==> config.mk <==
export PLATFORM = sky130hd
export DESIGN_NAME = simon_rero_core
export DESIGN_NICKNAME = d
export VERILOG_FILES = /design/src/rtl/simon_rero_pkg.sv /design/src/rtl/simon_round_dp.sv /design/src/rtl/simon_ctrl.sv /design/src/rtl/simon_rero_core.sv
export SDC_FILE = /design/constraint.sdc
export NUM_CORES = 1
export LEC_CHECK = 0
export BUFFER_PORTS_ARGS = -buffer_cell sky130_fd_sc_hd__buf_2
export CELL_PAD_IN_SITES_DETAIL_PLACEMENT = 1
export CELL_PAD_IN_SITES_GLOBAL_PLACEMENT = 2
export CORE_MARGIN = 10
export CORE_UTILIZATION = 38
export DETAILED_ROUTE_END_ITERATION = 16
export GPL_TIMING_DRIVEN = 0
export PLACE_DENSITY = 0.89
export SLEW_MARGIN = 20
export SYNTH_ARGS = -nofsm -noshare
export SYNTH_HDL_FRONTEND = slang
export SYNTH_SLANG_ARGS = --single-unit
==> constraint.sdc <==
create_clock -name clk -period 6.2 [get_ports clk]
set_input_delay 0.31 -clock clk [delete_from_list [all_inputs] [get_ports clk]]
set_output_delay 0.31 -clock clk [all_outputs]
set_load 0.005 [all_outputs]
==> src/rtl/simon_rero_pkg.sv <==
package simon_rero_pkg;
    localparam int WORD_W = 24;
    localparam int BLK_W  = 2 * WORD_W;
    localparam int ROUNDS = 36;
    localparam int RND_W  = $clog2(ROUNDS);

    typedef logic [WORD_W-1:0] word_t;

    typedef struct packed {
        word_t left;
        word_t right;
    } blk_t;

    typedef enum logic [1:0] {
        PH_IDLE = 2'd0,
        PH_NORM = 2'd1,
        PH_ROT  = 2'd2,
        PH_DONE = 2'd3
    } phase_t;

    typedef enum logic [1:0] {
        INJ_NORM_F = 2'd0,
        INJ_ROT_F  = 2'd1,
        INJ_INPUT  = 2'd2,
        INJ_OFF    = 2'd3
    } inj_t;

    function automatic word_t rotl(word_t x, int unsigned s);
        return word_t'((x << s) | (x >> (WORD_W - s)));
    endfunction

    function automatic word_t rotr(word_t x, int unsigned s);
        return word_t'((x >> s) | (x << (WORD_W - s)));
    endfunction

    function automatic word_t mix_f(word_t x);
        return (rotl(x, 1) & rotl(x, 8)) ^ rotl(x, 2);
    endfunction
endpackage

==> src/rtl/simon_round_dp.sv <==
module simon_round_dp
    import simon_rero_pkg::*;
#(
    parameter int ROT_AMT = 5
) (
    input  blk_t  in_blk,
    input  word_t key,
    input  logic  rot_pass,
    input  word_t f_mask,
    output blk_t  out_blk
);
    localparam int unsigned ROT_U = ROT_AMT;

    word_t op_x, op_y, op_k, fval, nl, nr;

    // operand encoder: plain on the first pass, rotated left on the second
    always_comb begin
        op_x = rot_pass ? rotl(in_blk.left,  ROT_U) : in_blk.left;
        op_y = rot_pass ? rotl(in_blk.right, ROT_U) : in_blk.right;
        op_k = rot_pass ? rotl(key,          ROT_U) : key;
        fval = mix_f(op_x) ^ f_mask;
        nl   = op_y ^ fval ^ op_k;
        nr   = op_x;
        out_blk.left  = rot_pass ? rotr(nl, ROT_U) : nl;
        out_blk.right = rot_pass ? rotr(nr, ROT_U) : nr;
    end
endmodule

==> src/rtl/simon_ctrl.sv <==
module simon_ctrl
    import simon_rero_pkg::*;
(
    input  logic             clk,
    input  logic             rst,
    input  logic             start,
    output phase_t           phase,
    output logic [RND_W-1:0] rnd,
    output logic             accept
);
    localparam logic [RND_W-1:0] LAST = RND_W'(ROUNDS - 1);

    assign accept = start && (phase == PH_IDLE || phase == PH_DONE);

    always_ff @(posedge clk) begin
        if (rst) begin
            phase <= PH_IDLE;
            rnd   <= '0;
        end else if (accept) begin
            phase <= PH_NORM;
            rnd   <= '0;
        end else begin
            case (phase)
                PH_NORM: phase <= PH_ROT;
                PH_ROT: begin
                    if (rnd == LAST) begin
                        phase <= PH_DONE;
                    end else begin
                        rnd   <= rnd + 1'b1;
                        phase <= PH_NORM;
                    end
                end
                PH_DONE: phase <= PH_IDLE;
                default: phase <= PH_IDLE;
            endcase
        end
    end


    round_held_chk: assert property (@(posedge clk) disable iff (rst)
        (phase == PH_NORM) |=> (phase == PH_ROT && $stable(rnd)));


    round_range_chk: assert property (@(posedge clk) disable iff (rst)
        rnd <= LAST);


    done_single_chk: assert property (@(posedge clk) disable iff (rst)
        (phase == PH_DONE) |=> (phase != PH_DONE));


    busy_start_chk: assert property (@(posedge clk) disable iff (rst)
        (phase == PH_ROT && rnd != LAST) |=> (phase == PH_NORM));
endmodule

==> src/rtl/simon_rero_core.sv <==
module simon_rero_core
    import simon_rero_pkg::*;
#(
    parameter int ROT_AMT = 5
) (
    input  logic              clk,
    input  logic              rst,
    input  logic              start,
    input  logic [BLK_W-1:0]  pt_in,
    input  logic [WORD_W-1:0] rkey,
    input  logic [1:0]        fault_sel,
    input  logic [WORD_W-1:0] fault_mask,
    output logic [RND_W-1:0]  rnd_idx,
    output logic [BLK_W-1:0]  ct_out,
    output logic              done,
    output logic              err
);
    phase_t phase;
    logic   accept;
    inj_t   inj;
    blk_t   pt_reg, work, link_ref, first_res, applied, dp_out;
    word_t  f_mask;
    logic   busy, link_bad;

    assign inj = inj_t'(fault_sel);

    simon_ctrl u_ctrl (
        .clk    (clk),
        .rst    (rst),
        .start  (start),
        .phase  (phase),
        .rnd    (rnd_idx),
        .accept (accept)
    );

    assign busy = (phase == PH_NORM) || (phase == PH_ROT);

    // round input select: fresh plaintext for round 0, feedback afterwards
    always_comb begin
        applied = (rnd_idx == '0) ? pt_reg : work;
        if (inj == INJ_INPUT) applied.left = applied.left ^ fault_mask;
        f_mask = '0;
        if ((inj == INJ_NORM_F && phase == PH_NORM) ||
            (inj == INJ_ROT_F  && phase == PH_ROT))
            f_mask = fault_mask;
    end

    assign link_bad = busy && (rnd_idx != '0) && (applied != link_ref);

    simon_round_dp #(.ROT_AMT(ROT_AMT)) u_dp (
        .in_blk   (applied),
        .key      (rkey),
        .rot_pass (phase == PH_ROT),
        .f_mask   (f_mask),
        .out_blk  (dp_out)
    );

    always_ff @(posedge clk) begin
        if (rst) begin
            pt_reg    <= '0;
            work      <= '0;
            link_ref  <= '0;
            first_res <= '0;
            err       <= 1'b0;
        end else begin
            if (accept) begin
                pt_reg <= pt_in;
                err    <= 1'b0;
            end
            if (phase == PH_NORM) first_res <= dp_out;
            if (phase == PH_ROT) begin
                work     <= first_res;
                link_ref <= first_res;
                if (dp_out != first_res) err <= 1'b1;
            end
            if (link_bad) err <= 1'b1;
        end
    end

    assign ct_out = work;
    assign done   = (phase == PH_DONE);


    err_sticky_chk: assert property (@(posedge clk) disable iff (rst)
        (err && !accept) |=> err);


    err_clear_chk: assert property (@(posedge clk) disable iff (rst)
        accept |=> !err);


    ct_hold_chk: assert property (@(posedge clk) disable iff (rst)
        (phase == PH_IDLE && !start) |=> $stable(ct_out));


    link_flag_chk: assert property (@(posedge clk) disable iff (rst)
        link_bad |=> err);
endmodule

==> results.py <==
metrics = {
    "timing": {
        "setup_violations": 0,
        "maxSlewViolCount": 0,
        "max_freq_ghz": 0.175,
        "max_slew_margin": 0.138,
        "fin_crit_ps": 5720,
        "rsz0062_at_grt": "false",
        "period_share": 0.923,
        "finalSetupTns_ps": 0,
        "hold_viol": 0,
        "clock_skew_ps": 23.9,
        "holdWs_ps": 82.1,
        "tightestPinTransition_ps": 1290,
    },
    "critical_path": {
        "worst_setup_path_end_kind": "flop",
        "cp_max_fo": 10,
        "critPathLaunchType": "flop",
        "rr_startpoint": "u_ctrl.rnd[0]",
        "r2r_end": "err",
        "worstPathCellList": "inv_1 > ha_1 > nor2b_1 > buf_2 > nand2_1 > buf_2 > buf_4 > mux2i_1 > xor2_1 > xnor2_1 > xnor2_1 > xor2_1 > a2111oi_0 > a21oi_1 > nor4_1 > a41oi_1",
        "crit_slowest_cell": "a2111oi_0",
        "critical_path_class": "reg2reg",
        "cp_data_arrival_time_ps": 6000,
        "reg2reg_depth": 16,
        "r2r_slack_ps": 480,
        "cp_data_required_time_ps": 6470,
        "cpPeakStageDelay_ps": 1030,
    },
    "cells_and_area": {
        "nets": 1820,
        "final-seq-area_um2": 3060,
        "syn_to_final_growth_pct": 15.0,
        "final_cell_mix": "188 x nand2_1, 185 x buf_2, 153 x dfxtp_1",
        "drive_gt1_frac": 0.157,
        "fillers": 3981,
        "layout_commonest_cell": "nand2_1",
        "multi_input_area_um2": 8570,
    },
    "clock_tree": {
        "cts_sinks": 153,
        "holdBufCountCts": 0,
        "post_cts_buffers": 0,
        "cts_htree_levels": 4,
        "path_clk_slew_ps": 80,
        "cts_resized": 0,
        "clk_path_buf_depth": 2,
        "clockRootBuffer": "clkbuf_16",
        "cts_tree": "done",
        "clk_latency_ps": 470,
        "cts_buffers": 17,
    },
    "drt": {
        "drt_wl_total_um": 69700,
        "drt_iter0_markers": 1580,
        "drc": 0,
        "final_antenna_net_count": 0,
        "firstDrtPassIters": 7,
        "viasPerCell": 6.35,
        "via_count": 13500,
        "avgRoutedWirePerCell_um": 32.7,
    },
    "place": {
        "routabilityCongestion": 0.988,
        "io_buffers": 154,
        "dp_hpwl_um": 56000,
    },
    "synth": {
        "async_reset_ff_frac": 0,
        "synth_cells": 1541,
        "ys_seq_area_frac": 0.249,
        "synth_warnings": 0,
        "yosys-top-cells-area": "dfxtp_1 25%, mux2i_1 9.9%, xnor2_1 9.6%, nand2_1 5.7%, xor2_1 5.7%",
        "ys_ff_latch": 153,
        "yosys.area.top_type_share": 0.249,
        "synth_edf_count": 0,
        "syn_avg_cell_area_um2": 7.97,
        "yosys.area.top_type": "dfxtp_1",
        "synthDistinctLibCells": 88,
        "syn-cell-area_um2": 12300,
        "synth_fp_nets": 1647,
        "synth_top_flop_cell": "dfxtp_1",
    },
    "worst_hold_path": {
        "min_from": "pt_in[28]",
        "hp-class": "in2reg",
        "min_to": "pt_reg[28]",
        "min_delay_path_depth": 3,
    },
    "grt": {
        "grt_pass1_vias": 13500,
        "grt_antenna_before_repair": 2,
        "track_usage": 0.347,
        "grt_pass1_wl_um": 98400,
        "grt_overflow": 0,
        "grt_max_degree": 17,
    },
    "floorplanning": {
        "ios": 157,
        "die-area_um2": 39900,
        "die_x_um": 200,
        "core_um2": 31700,
        "die_y_um": 200,
        "initial_core_util": 0.387,
        "fp-row-count": 65,
    },
    "run_status": {
        "status": "finished clean",
    },
    "power": {
        "peakVddDrop_uv": 221,
        "power_leakage_nw": 5.18,
        "powerDensity_nw_per_um2": 223,
    },
    "run": {
        "max-cap-violations": 0,
    },
}
[stage by stage]
stage / power [mW] / util / std cells / setup WS [ps] / cell area, µm²
global route: 3.25 / 0.445 / 2129 / 353 / 14100
global placement: 2.05 / 0.427 / 2097 / 728 / 13600
finish: 3.15 / 0.445 / 2130 / 477 / 14100
detailed placement: 2.06 / 0.427 / 2097 / 677 / 13600
CTS: 3.13 / 0.445 / 2129 / 686 / 14100
floorplan: 1.69 / - / 1541 / 2830 / 12300
[worst max-delay path: cells and delay by family (launching register included)]
| kind | cells | cell delay (ps) |
|---|---|---|
| XOR/XNOR | 4 | 1370 |
| flip-flops | 1 | 340 |
| AO/OA/AOI/OAI | 3 | 1410 |
| adder cells (fa/ha/maj) | 1 | 170 |
| buffers and inverters | 4 | 1060 |
| AND/OR/NAND/NOR | 3 | 960 |
| multiplexers | 1 | 190 |
[power breakdown]
part | total (mW) | internal, mW | switching [mW]
sequential | 1.09 | 1.02 | 0.0627
combinational | 0.996 | 0.353 | 0.642
clock | 1.07 | 0.543 | 0.529
total | 3.15 | 1.92 | 1.23
[per-layer routing]
| layer | share of wire | global-route usage | wire (µm) | up-vias |
|---|---|---|---|---|
| li1 | - | - | - | 5885 |
| met1 | 0.43 | 0.464 | 29700 | 6715 |
| met3 | 0.099 | 0.0707 | 6880 | 142 |
| met5 | 0.00044 | 0 | 31 | - |
| met4 | 0.042 | 0.151 | 2960 | 4 |
| met2 | 0.43 | 0.529 | 30100 | 787 |
[layout make-up]
| class | instances | area share |
|---|---|---|
| Timing Repair Buffer | 154 | 0.0546 |
| Tap cell | 402 | 0.0356 |
| Multi-Input combinational cell | 1238 | 0.607 |
| Inverter | 26 | 0.00691 |
| Sequential cell | 153 | 0.217 |
| Antenna cell | 1 | 0.000177 |
| Buffer | 124 | 0.0385 |
| Clock inverter | 13 | 0.00912 |
| Clock buffer | 19 | 0.0314 |
[how the worst max path moves through the flow]
stage          slack (ps)   to          start
2_1_floorplan        2830  err  u_ctrl.rnd[0]
3_3_place_gp          730  err  u_ctrl.rnd[0]
3_5_place_dp          680  err  u_ctrl.rnd[0]
4_1_cts               690  err  u_ctrl.rnd[0]
5_1_grt               350  err  u_ctrl.rnd[0]
6_report              480  err  u_ctrl.rnd[0]
[synthesized netlist by cell type (8+ instances only)]
library cell	n
xor2_1	80
o22ai_1	8
mux2i_1	121
nand4_1	33
a21oi_1	100
nor3b_1	11
dfxtp_1	153
xnor2_1	134
buf_2	31
o211ai_1	16
inv_1	24
o2111ai_1	9
o21ai_0	35
nand3_1	45
clkbuf_1	69
nor2_1	140
and2_1	11
a2111oi_0	10
a31oi_1	12
a211o_1	19
nor3_1	24
nand2b_1	10
nor4_1	10
buf_1	16
or4_1	14
mux4_2	8
nand2_1	188
a211oi_1	21
nand3b_1	29
[kinds of logic (layout without fill, tap and decap cells)]
group	count (synthesis)	in the layout	share of synthesized area
other cells	0	1	0
simple gates	558	558	0.227
xor+xnor	224	224	0.168
compound gates	318	318	0.179
buf+inv	150	336	0.0523
mux	133	133	0.119
flops	153	153	0.249
fa+ha+maj	5	5	0.00509
Power figures use the tool's default switching activity.
